$ cat src/rtl/tdw_pkg.sv
package tdw_pkg;
    localparam int WORD_W = 32;

    // word 0 fields
    localparam int OWN_BIT   = 31;
    localparam int LATE_BIT  = 0;
    localparam int EXC_BIT   = 1;
    // word 1 fields
    localparam int EOR_BIT   = 31;
    localparam int ISENT_BIT = 30;
    localparam int IFIFO_BIT = 29;
    localparam int FIRST_BIT = 28;
    localparam int LAST_BIT  = 27;

    typedef enum logic [3:0] {
        ST_IDLE,
        ST_RD_CTRL,
        ST_RD_SIZE,
        ST_RD_BUF,
        ST_ISSUE,
        ST_MOVE,
        ST_WAIT_FRM,
        ST_WRITE_BACK,
        ST_ADVANCE
    } tdw_state_e;

    typedef struct packed {
        logic eor;
        logic irq_sent;
        logic irq_fifo;
        logic first;
        logic last;
    } tdw_flags_t;
endpackage

$ cat src/rtl/tdw_trig.sv
module tdw_trig (
    input  logic clk,
    input  logic rst_n,
    input  logic dma_en_i,
    input  logic poll_i,
    output logic start_o
);
    logic en_q;

    always_ff @(posedge clk or negedge rst_n) begin
        if (!rst_n) en_q <= 1'b0;
        else        en_q <= dma_en_i;
    end

    assign start_o = dma_en_i & (poll_i | ~en_q);
endmodule

$ cat src/rtl/tdw_ptr.sv
module tdw_ptr #(
    parameter int AW     = 32,
    parameter int STRIDE = 16
) (
    input  logic          clk,
    input  logic          rst_n,
    input  logic          base_we_i,
    input  logic [AW-1:0] base_i,
    input  logic          idle_i,
    input  logic          step_i,
    input  logic          wrap_i,
    output logic [AW-1:0] cur_o
);
    localparam logic [AW-1:0] STEP = AW'(STRIDE);

    logic [AW-1:0] base_q;
    logic [AW-1:0] cur_q;

    always_ff @(posedge clk or negedge rst_n) begin
        if (!rst_n) begin
            base_q <= '0;
            cur_q  <= '0;
        end else begin
            if (base_we_i) base_q <= base_i;
            if (base_we_i && idle_i) cur_q <= base_i;
            else if (step_i)         cur_q <= wrap_i ? base_q : cur_q + STEP;
        end
    end

    assign cur_o = cur_q;
endmodule

$ cat src/rtl/tdw_ctrl.sv
module tdw_ctrl
    import tdw_pkg::*;
#(
    parameter int AW = 32,
    parameter int LW = 11
) (
    input  logic              clk,
    input  logic              rst_n,
    input  logic              start_i,
    input  logic              dma_en_i,
    input  logic [AW-1:0]     cur_i,
    output logic              idle_o,
    output logic              step_o,
    output logic              wrap_o,
    output logic              mem_req_o,
    output logic              mem_we_o,
    output logic [AW-1:0]     mem_addr_o,
    output logic [WORD_W-1:0] mem_wdata_o,
    input  logic              mem_ack_i,
    input  logic [WORD_W-1:0] mem_rdata_i,
    output logic              rd_valid_o,
    input  logic              rd_ready_i,
    output logic [AW-1:0]     rd_addr_o,
    output logic [LW-1:0]     rd_len_o,
    output logic              rd_first_o,
    output logic              rd_last_o,
    input  logic              mv_done_i,
    input  logic              frm_done_i,
    input  logic              frm_late_col_i,
    input  logic              frm_exc_col_i,
    output logic              sts_moved_o,
    output logic              sts_nobuf_o,
    output logic              irq_fifo_o,
    output logic              irq_sent_o
);
    localparam logic [AW-1:0] OFS_SIZE = AW'(4);
    localparam logic [AW-1:0] OFS_BUF  = AW'(8);

    tdw_state_e  state_q, state_d;
    tdw_flags_t  flags_q;
    logic [LW-1:0] len_q;
    logic [AW-1:0] buf_q;
    logic late_q, exc_q;
    logic moved_q, nobuf_q, fifo_q, sent_q;

    logic unused_rdata;
    assign unused_rdata = ^{mem_rdata_i[26:LW], mem_rdata_i[30:0]};

    // state register
    always_ff @(posedge clk or negedge rst_n) begin
        if (!rst_n) state_q <= ST_IDLE;
        else        state_q <= state_d;
    end

    // next-state logic
    always_comb begin
        state_d = state_q;
        unique case (state_q)
            ST_IDLE:       if (start_i) state_d = ST_RD_CTRL;
            ST_RD_CTRL:    if (mem_ack_i)
                               state_d = mem_rdata_i[OWN_BIT] ? ST_RD_SIZE : ST_IDLE;
            ST_RD_SIZE:    if (mem_ack_i) state_d = ST_RD_BUF;
            ST_RD_BUF:     if (mem_ack_i) state_d = ST_ISSUE;
            ST_ISSUE:      if (rd_ready_i) state_d = ST_MOVE;
            ST_MOVE:       if (mv_done_i)
                               state_d = flags_q.last ? ST_WAIT_FRM : ST_WRITE_BACK;
            ST_WAIT_FRM:   if (frm_done_i) state_d = ST_WRITE_BACK;
            ST_WRITE_BACK: if (mem_ack_i) state_d = ST_ADVANCE;
            ST_ADVANCE:    state_d = dma_en_i ? ST_RD_CTRL : ST_IDLE;
            default:       state_d = ST_IDLE;
        endcase
    end

    // descriptor capture, collision results and status pulses
    always_ff @(posedge clk or negedge rst_n) begin
        if (!rst_n) begin
            flags_q <= '0;
            len_q   <= '0;
            buf_q   <= '0;
            late_q  <= 1'b0;
            exc_q   <= 1'b0;
            moved_q <= 1'b0;
            nobuf_q <= 1'b0;
            fifo_q  <= 1'b0;
            sent_q  <= 1'b0;
        end else begin
            moved_q <= 1'b0;
            nobuf_q <= 1'b0;
            fifo_q  <= 1'b0;
            sent_q  <= 1'b0;
            if (state_q == ST_RD_CTRL && mem_ack_i && !mem_rdata_i[OWN_BIT])
                nobuf_q <= 1'b1;
            if (state_q == ST_RD_SIZE && mem_ack_i) begin
                flags_q.eor      <= mem_rdata_i[EOR_BIT];
                flags_q.irq_sent <= mem_rdata_i[ISENT_BIT];
                flags_q.irq_fifo <= mem_rdata_i[IFIFO_BIT];
                flags_q.first    <= mem_rdata_i[FIRST_BIT];
                flags_q.last     <= mem_rdata_i[LAST_BIT];
                len_q            <= mem_rdata_i[LW-1:0];
            end
            if (state_q == ST_RD_BUF && mem_ack_i)
                buf_q <= AW'(mem_rdata_i);
            if (state_q == ST_ISSUE) begin
                late_q <= 1'b0;
                exc_q  <= 1'b0;
            end
            if (state_q == ST_MOVE && mv_done_i) begin
                moved_q <= 1'b1;
                fifo_q  <= flags_q.irq_fifo;
            end
            if (state_q == ST_WAIT_FRM && frm_done_i) begin
                late_q <= frm_late_col_i;
                exc_q  <= frm_exc_col_i;
            end
            if (state_q == ST_WRITE_BACK && mem_ack_i)
                sent_q <= flags_q.last & flags_q.irq_sent;
        end
    end

    // outputs
    always_comb begin
        mem_req_o   = 1'b0;
        mem_we_o    = 1'b0;
        mem_addr_o  = cur_i;
        mem_wdata_o = '0;
        rd_valid_o  = 1'b0;
        step_o      = 1'b0;
        idle_o      = 1'b0;
        unique case (state_q)
            ST_IDLE:       idle_o = 1'b1;
            ST_RD_CTRL:    mem_req_o = 1'b1;
            ST_RD_SIZE: begin
                mem_req_o  = 1'b1;
                mem_addr_o = cur_i + OFS_SIZE;
            end
            ST_RD_BUF: begin
                mem_req_o  = 1'b1;
                mem_addr_o = cur_i + OFS_BUF;
            end
            ST_ISSUE:      rd_valid_o = 1'b1;
            ST_MOVE:       ;
            ST_WAIT_FRM:   ;
            ST_WRITE_BACK: begin
                mem_req_o              = 1'b1;
                mem_we_o               = 1'b1;
                mem_wdata_o[LATE_BIT]  = late_q;
                mem_wdata_o[EXC_BIT]   = exc_q;
            end
            ST_ADVANCE:    step_o = 1'b1;
            default:       ;
        endcase
    end

    assign wrap_o      = flags_q.eor;
    assign rd_addr_o   = buf_q;
    assign rd_len_o    = len_q;
    assign rd_first_o  = flags_q.first;
    assign rd_last_o   = flags_q.last;
    assign sts_moved_o = moved_q;
    assign sts_nobuf_o = nobuf_q;
    assign irq_fifo_o  = fifo_q;
    assign irq_sent_o  = sent_q;
endmodule

$ cat src/rtl/tdw_walker.sv
module tdw_walker
    import tdw_pkg::*;
#(
    parameter int AW     = 32,
    parameter int LW     = 11,
    parameter int STRIDE = 16
) (
    input  logic              clk,
    input  logic              rst_n,
    input  logic              dma_en_i,
    input  logic              poll_i,
    input  logic              base_we_i,
    input  logic [AW-1:0]     base_i,
    output logic              mem_req_o,
    output logic              mem_we_o,
    output logic [AW-1:0]     mem_addr_o,
    output logic [WORD_W-1:0] mem_wdata_o,
    input  logic              mem_ack_i,
    input  logic [WORD_W-1:0] mem_rdata_i,
    output logic              rd_valid_o,
    input  logic              rd_ready_i,
    output logic [AW-1:0]     rd_addr_o,
    output logic [LW-1:0]     rd_len_o,
    output logic              rd_first_o,
    output logic              rd_last_o,
    input  logic              mv_done_i,
    input  logic              frm_done_i,
    input  logic              frm_late_col_i,
    input  logic              frm_exc_col_i,
    output logic              sts_moved_o,
    output logic              sts_nobuf_o,
    output logic              irq_fifo_o,
    output logic              irq_sent_o
);
    logic          start;
    logic          idle;
    logic          step;
    logic          wrap;
    logic [AW-1:0] cur;

    tdw_trig u_trig (
        .clk      (clk),
        .rst_n    (rst_n),
        .dma_en_i (dma_en_i),
        .poll_i   (poll_i),
        .start_o  (start)
    );

    tdw_ptr #(.AW(AW), .STRIDE(STRIDE)) u_ptr (
        .clk       (clk),
        .rst_n     (rst_n),
        .base_we_i (base_we_i),
        .base_i    (base_i),
        .idle_i    (idle),
        .step_i    (step),
        .wrap_i    (wrap),
        .cur_o     (cur)
    );

    tdw_ctrl #(.AW(AW), .LW(LW)) u_ctrl (
        .clk            (clk),
        .rst_n          (rst_n),
        .start_i        (start),
        .dma_en_i       (dma_en_i),
        .cur_i          (cur),
        .idle_o         (idle),
        .step_o         (step),
        .wrap_o         (wrap),
        .mem_req_o      (mem_req_o),
        .mem_we_o       (mem_we_o),
        .mem_addr_o     (mem_addr_o),
        .mem_wdata_o    (mem_wdata_o),
        .mem_ack_i      (mem_ack_i),
        .mem_rdata_i    (mem_rdata_i),
        .rd_valid_o     (rd_valid_o),
        .rd_ready_i     (rd_ready_i),
        .rd_addr_o      (rd_addr_o),
        .rd_len_o       (rd_len_o),
        .rd_first_o     (rd_first_o),
        .rd_last_o      (rd_last_o),
        .mv_done_i      (mv_done_i),
        .frm_done_i     (frm_done_i),
        .frm_late_col_i (frm_late_col_i),
        .frm_exc_col_i  (frm_exc_col_i),
        .sts_moved_o    (sts_moved_o),
        .sts_nobuf_o    (sts_nobuf_o),
        .irq_fifo_o     (irq_fifo_o),
        .irq_sent_o     (irq_sent_o)
    );
endmodule

$ cat config.mk
export PLATFORM = sky130hd
export DESIGN_NAME = tdw_walker
export DESIGN_NICKNAME = d
export VERILOG_FILES = /design/src/rtl/tdw_pkg.sv /design/src/rtl/tdw_trig.sv /design/src/rtl/tdw_ptr.sv /design/src/rtl/tdw_ctrl.sv /design/src/rtl/tdw_walker.sv
export SDC_FILE = /design/constraint.sdc
export NUM_CORES = 1
export LEC_CHECK = 0
export BUFFER_PORTS_ARGS = -buffer_cell sky130_fd_sc_hd__buf_2
export CAP_MARGIN = 15
export CORE_ASPECT_RATIO = 0.7
export CORE_MARGIN = 2
export CORE_UTILIZATION = 53
export CTS_CLUSTER_DIAMETER = 150
export DETAILED_ROUTE_END_ITERATION = 6
export PLACE_DENSITY = 0.88
export SYNTH_ARGS = -nofsm -noshare
export SYNTH_HDL_FRONTEND = slang
export SYNTH_SLANG_ARGS = --single-unit
$ cat constraint.sdc
create_clock -name clk -period 2.5 [get_ports clk]
set_input_delay 0.625 -clock clk [delete_from_list [all_inputs] [get_ports clk]]
set_output_delay 0.625 -clock clk [all_outputs]
set_load 0.02 [all_outputs]
==> results.py <==
metrics = {
    "yosys": {
        "synth_top_family_by_area": "simple AND/OR/NAND/NOR gates",
        "synth_cells": 644,
        "ys_ff_latch": 123,
        "synth_ff_type": "dfrtp_1",
        "synthXorXnorAreaFrac_pct": 5.69,
        "muxShareOfSynthArea_pct": 14.3,
        "synth_area_mm2": 0.00677,
        "synth_cell_type_count": 61,
        "synth_warnings": 0,
        "synth_compound_area_share_pct": 11.2,
        "avgSynthCellArea_um2": 10.5,
        "ys_async_sr_fraction_pct": 100,
        "ys_seq_area_share_pct": 45.5,
        "yosys.area_share.adder_pct": 1.07,
        "yosys.area_share.simple_pct": 14.9,
        "synth-edff-count": 0,
    },
    "placement": {
        "place_area_mm2": 0.00789,
        "io_buffer_count": 160,
        "pre_cts_slack_ns": -0.152,
        "dp_hpwl_mm": 13.3,
        "gp_congestion": 0.984,
        "place_inst": 971,
    },
    "floorplan": {
        "coreArea_mm2": 0.0124,
        "start_util_pct": 54.5,
        "pin_count": 191,
        "row_count": 34,
        "dieArea_mm2": 0.0137,
        "die_x_um": 139,
        "die_h_um": 98.5,
    },
    "worst_setup_path": {
        "crit_type": "reg2out",
        "arrival_ns": 2.53,
        "crit_family": "simple AND/OR/NAND/NOR gates",
        "cp_max_fo": 5,
        "critPathRequiredTime_ns": 1.88,
        "crit_path_start_kind": "register",
        "cp-end-kind": "output pin",
        "worst_path_max_delay_cell": "dfrtp_1",
        "critPathMaxStageDelay_ns": 0.42,
        "worst-path-buf-inv": 2,
        "worstPathCellList": "nand2_1 -> or3_4 -> a211oi_4 -> buf_6 -> nand4_1 -> xnor2_1 -> buf_4",
    },
    "global_routing": {
        "antenna_found_initial": 0,
        "gr-total-overflow": 0,
        "grt_max_degree": 52,
        "grt_pass1_vias": 6234,
        "grt_pass1_wl_mm": 33.3,
        "grt_use_total_pct": 30.5,
    },
    "job": {
        "cap_violations": 0,
    },
    "detailed_routing": {
        "viasPerCell": 6.74,
        "firstDrtPassIters": 7,
        "drt.antenna.violating_nets": 0,
        "drc": 86,
        "wirelength_mm": 25.5,
        "num_vias": 7068,
        "drt-wirelength-per-cell_um": 24.3,
        "drtIter0Drc": 1222,
    },
    "layout": {
        "area_delta_synth_final_pct": 37.7,
        "diodes": 0,
        "nets": 954,
        "mostFrequentLayoutCells": "buf_2, dfrtp_1, buf_4, mux2_2, nand2_1",
        "final_common_cell": "buf_2",
        "fillers": 724,
        "layout-drive-gt1-share_pct": 50.7,
        "fin_cells": 1049,
        "fin_area_mm2": 0.00932,
    },
    "power_and_ir_drop": {
        "powerDensity_mw_per_mm2": 1320,
        "vdd_ir_drop_max_v": 0.000681,
        "p_leak_nw": 4.29,
        "design_power_total_mw": 12.3,
    },
    "timing": {
        "setup_viol": 33,
        "fmax_mhz": 317,
        "setup_tns_ns": -11.44,
        "period_share_pct": 126,
        "layout_setup_ws_ns": -0.650,
        "skew_ns": 0.0125,
        "finalHoldViolCount": 0,
        "finalCriticalPeriod_ns": 3.15,
        "rsz0062_at_grt": "true",
        "tightest_slew_ns": 0.808,
        "slew_headroom_pct": 46.0,
        "maxSlewViolCount": 0,
    },
    "status": {
        "status": "complete, but fails checks",
        "violations": "design-rule violations, negative setup slack",
    },
    "clock_tree": {
        "cts.clk_slew.worst_paths_ns": 0.06,
        "cts_buffers": 17,
        "htree_levels": 4,
        "clkLatencyLatePin_ns": 0.42,
        "cts_tree": "done",
        "cts.sinks": 123,
        "clockRootBuffer": "clkbuf_16",
        "cts_buffer_depth": 2,
        "holdBufCountCts": 0,
    },
    "worst_hold_path": {
        "hp-class": "in2async",
    },
}
==> metal layers <==
metal | GRT usage, % | wire [um]
met5 | 0 | 0
met1 | 41.3 | 9090
met2 | 47.7 | 11000
met3 | 7.14 | 3210
met4 | 13.4 | 2150
==> report_power, final <==
part	total [mW]	leakage, nW	switching (mW)	internal [mW]
clock network	2.45	0.278	0.955	1.49
logic	6.30	2.53	3.60	2.70
registers	3.52	1.48	0.767	2.75
==> worst paths after layout <==
path,start,endpoint,slack [ns],cells after the start
setup / recovery,u_ptr.cur_o[12]$_DFFE_PN0P_,mem_addr_o[21],-0.65,7
min in group clk,dma_en_i,u_trig.en_q$_DFF_PN0_,0.38,1
max in group asynchronous,rst_n,u_ptr.cur_o[5]$_DFFE_PN0P_,1.70,2
setup reg to reg,u_ctrl.state_q[2]$_DFFE_PN0P_,u_ptr.cur_o[7]$_DFFE_PN0P_,-0.01,6
hold reg to reg,u_ctrl.rd_addr_o[21]$_DFFE_PN0P_,u_ctrl.rd_addr_o[21]$_DFFE_PN0P_,0.50,1
hold / removal,rst_n,u_ptr.cur_o[25]$_DFFE_PN0P_,0.12,1
==> cell type report <==
type	instances	area [um^2]	share of cell area [%]
clock inverter	14	145	1.56
multi-input combinational	464	3660	39.3
inverter	9	33.8	0.363
sequential	123	3090	33.1
clock buffer	18	439	4.71
tap	162	203	2.18
timing repair buffer	259	1750	18.8
==> what timing repair did <==
item	CTS	global route
gates cloned	0	0
pin swaps	29	31
buffers inserted	27	20
endpoints found under the setup margin	29	33
gates resized for setup	64	77
==> cell usage after synthesis (all sizes together) (2+ instances only) <==
master,n,area [um^2]
nor2b,5,31.3
and2,4,25.0
o21a,2,15.0
a32oi,3,26.3
a21o,2,15.0
xor2,20,175
nand4,17,106
mux2i,7,70.1
o21ai,43,215
a222oi,14,140
or3,3,18.8
nand2,47,176
nor3b,4,41.3
clkbuf,17,63.8
mux2,80,901
nand3,24,120
a21oi,24,120
a22oi,5,37.5
and4,6,52.6
a221o,3,30.0
nand3b,2,15.0
inv,9,33.8
nor3,14,91.3
buf,60,390
nor2,32,128
dfrtp,123,3080
ha,5,62.6
nor4,8,65.1
o22ai,3,25.0
nor4b,2,30.0
xnor2,24,210
and3,9,56.3
o211ai,2,15.0
a22o,3,26.3
a31oi,3,18.8
==> metrics by stage <==
step / hold WS [ns] / utilization, %
global route: 0.131 / 75.0
finish: 0.121 / 75.0
CTS: 0.116 / 71.5
detailed placement: 0.481 / 63.5
global placement: 0.458 / 63.5
floorplan: 0.329 / -
==> registers in the layout (all words and copies together), names as in the netlist, 2 cells and up <==
signal	flops
u_ctrl.state_q	4
u_ctrl.rd_len_o	11
u_ptr.cur_o	32
u_ctrl.rd_addr_o	32
u_ctrl.flags_q	2
u_ptr.base_q	32
==> logic make-up (layout without fill, tap and decap cells) <==
family | after synthesis | count (layout)
other cells | 1 | 30
flops | 123 | 123
buf+inv | 86 | 300
mux | 87 | 87
xor+xnor | 44 | 44
fa+ha+maj | 6 | 6
compound gates | 114 | 114
simple gates | 183 | 183
==> worst reg2reg max path, stage by stage (launching register included) <==
cell	delay (ns)
dfrtp_2	0.46
buf_6	0.14
buf_4	0.15
or4b_1	0.83
nor2_2	0.43
a21oi_1	0.13
o21ai_0	0.27
(Power assumes the default switching activity.)
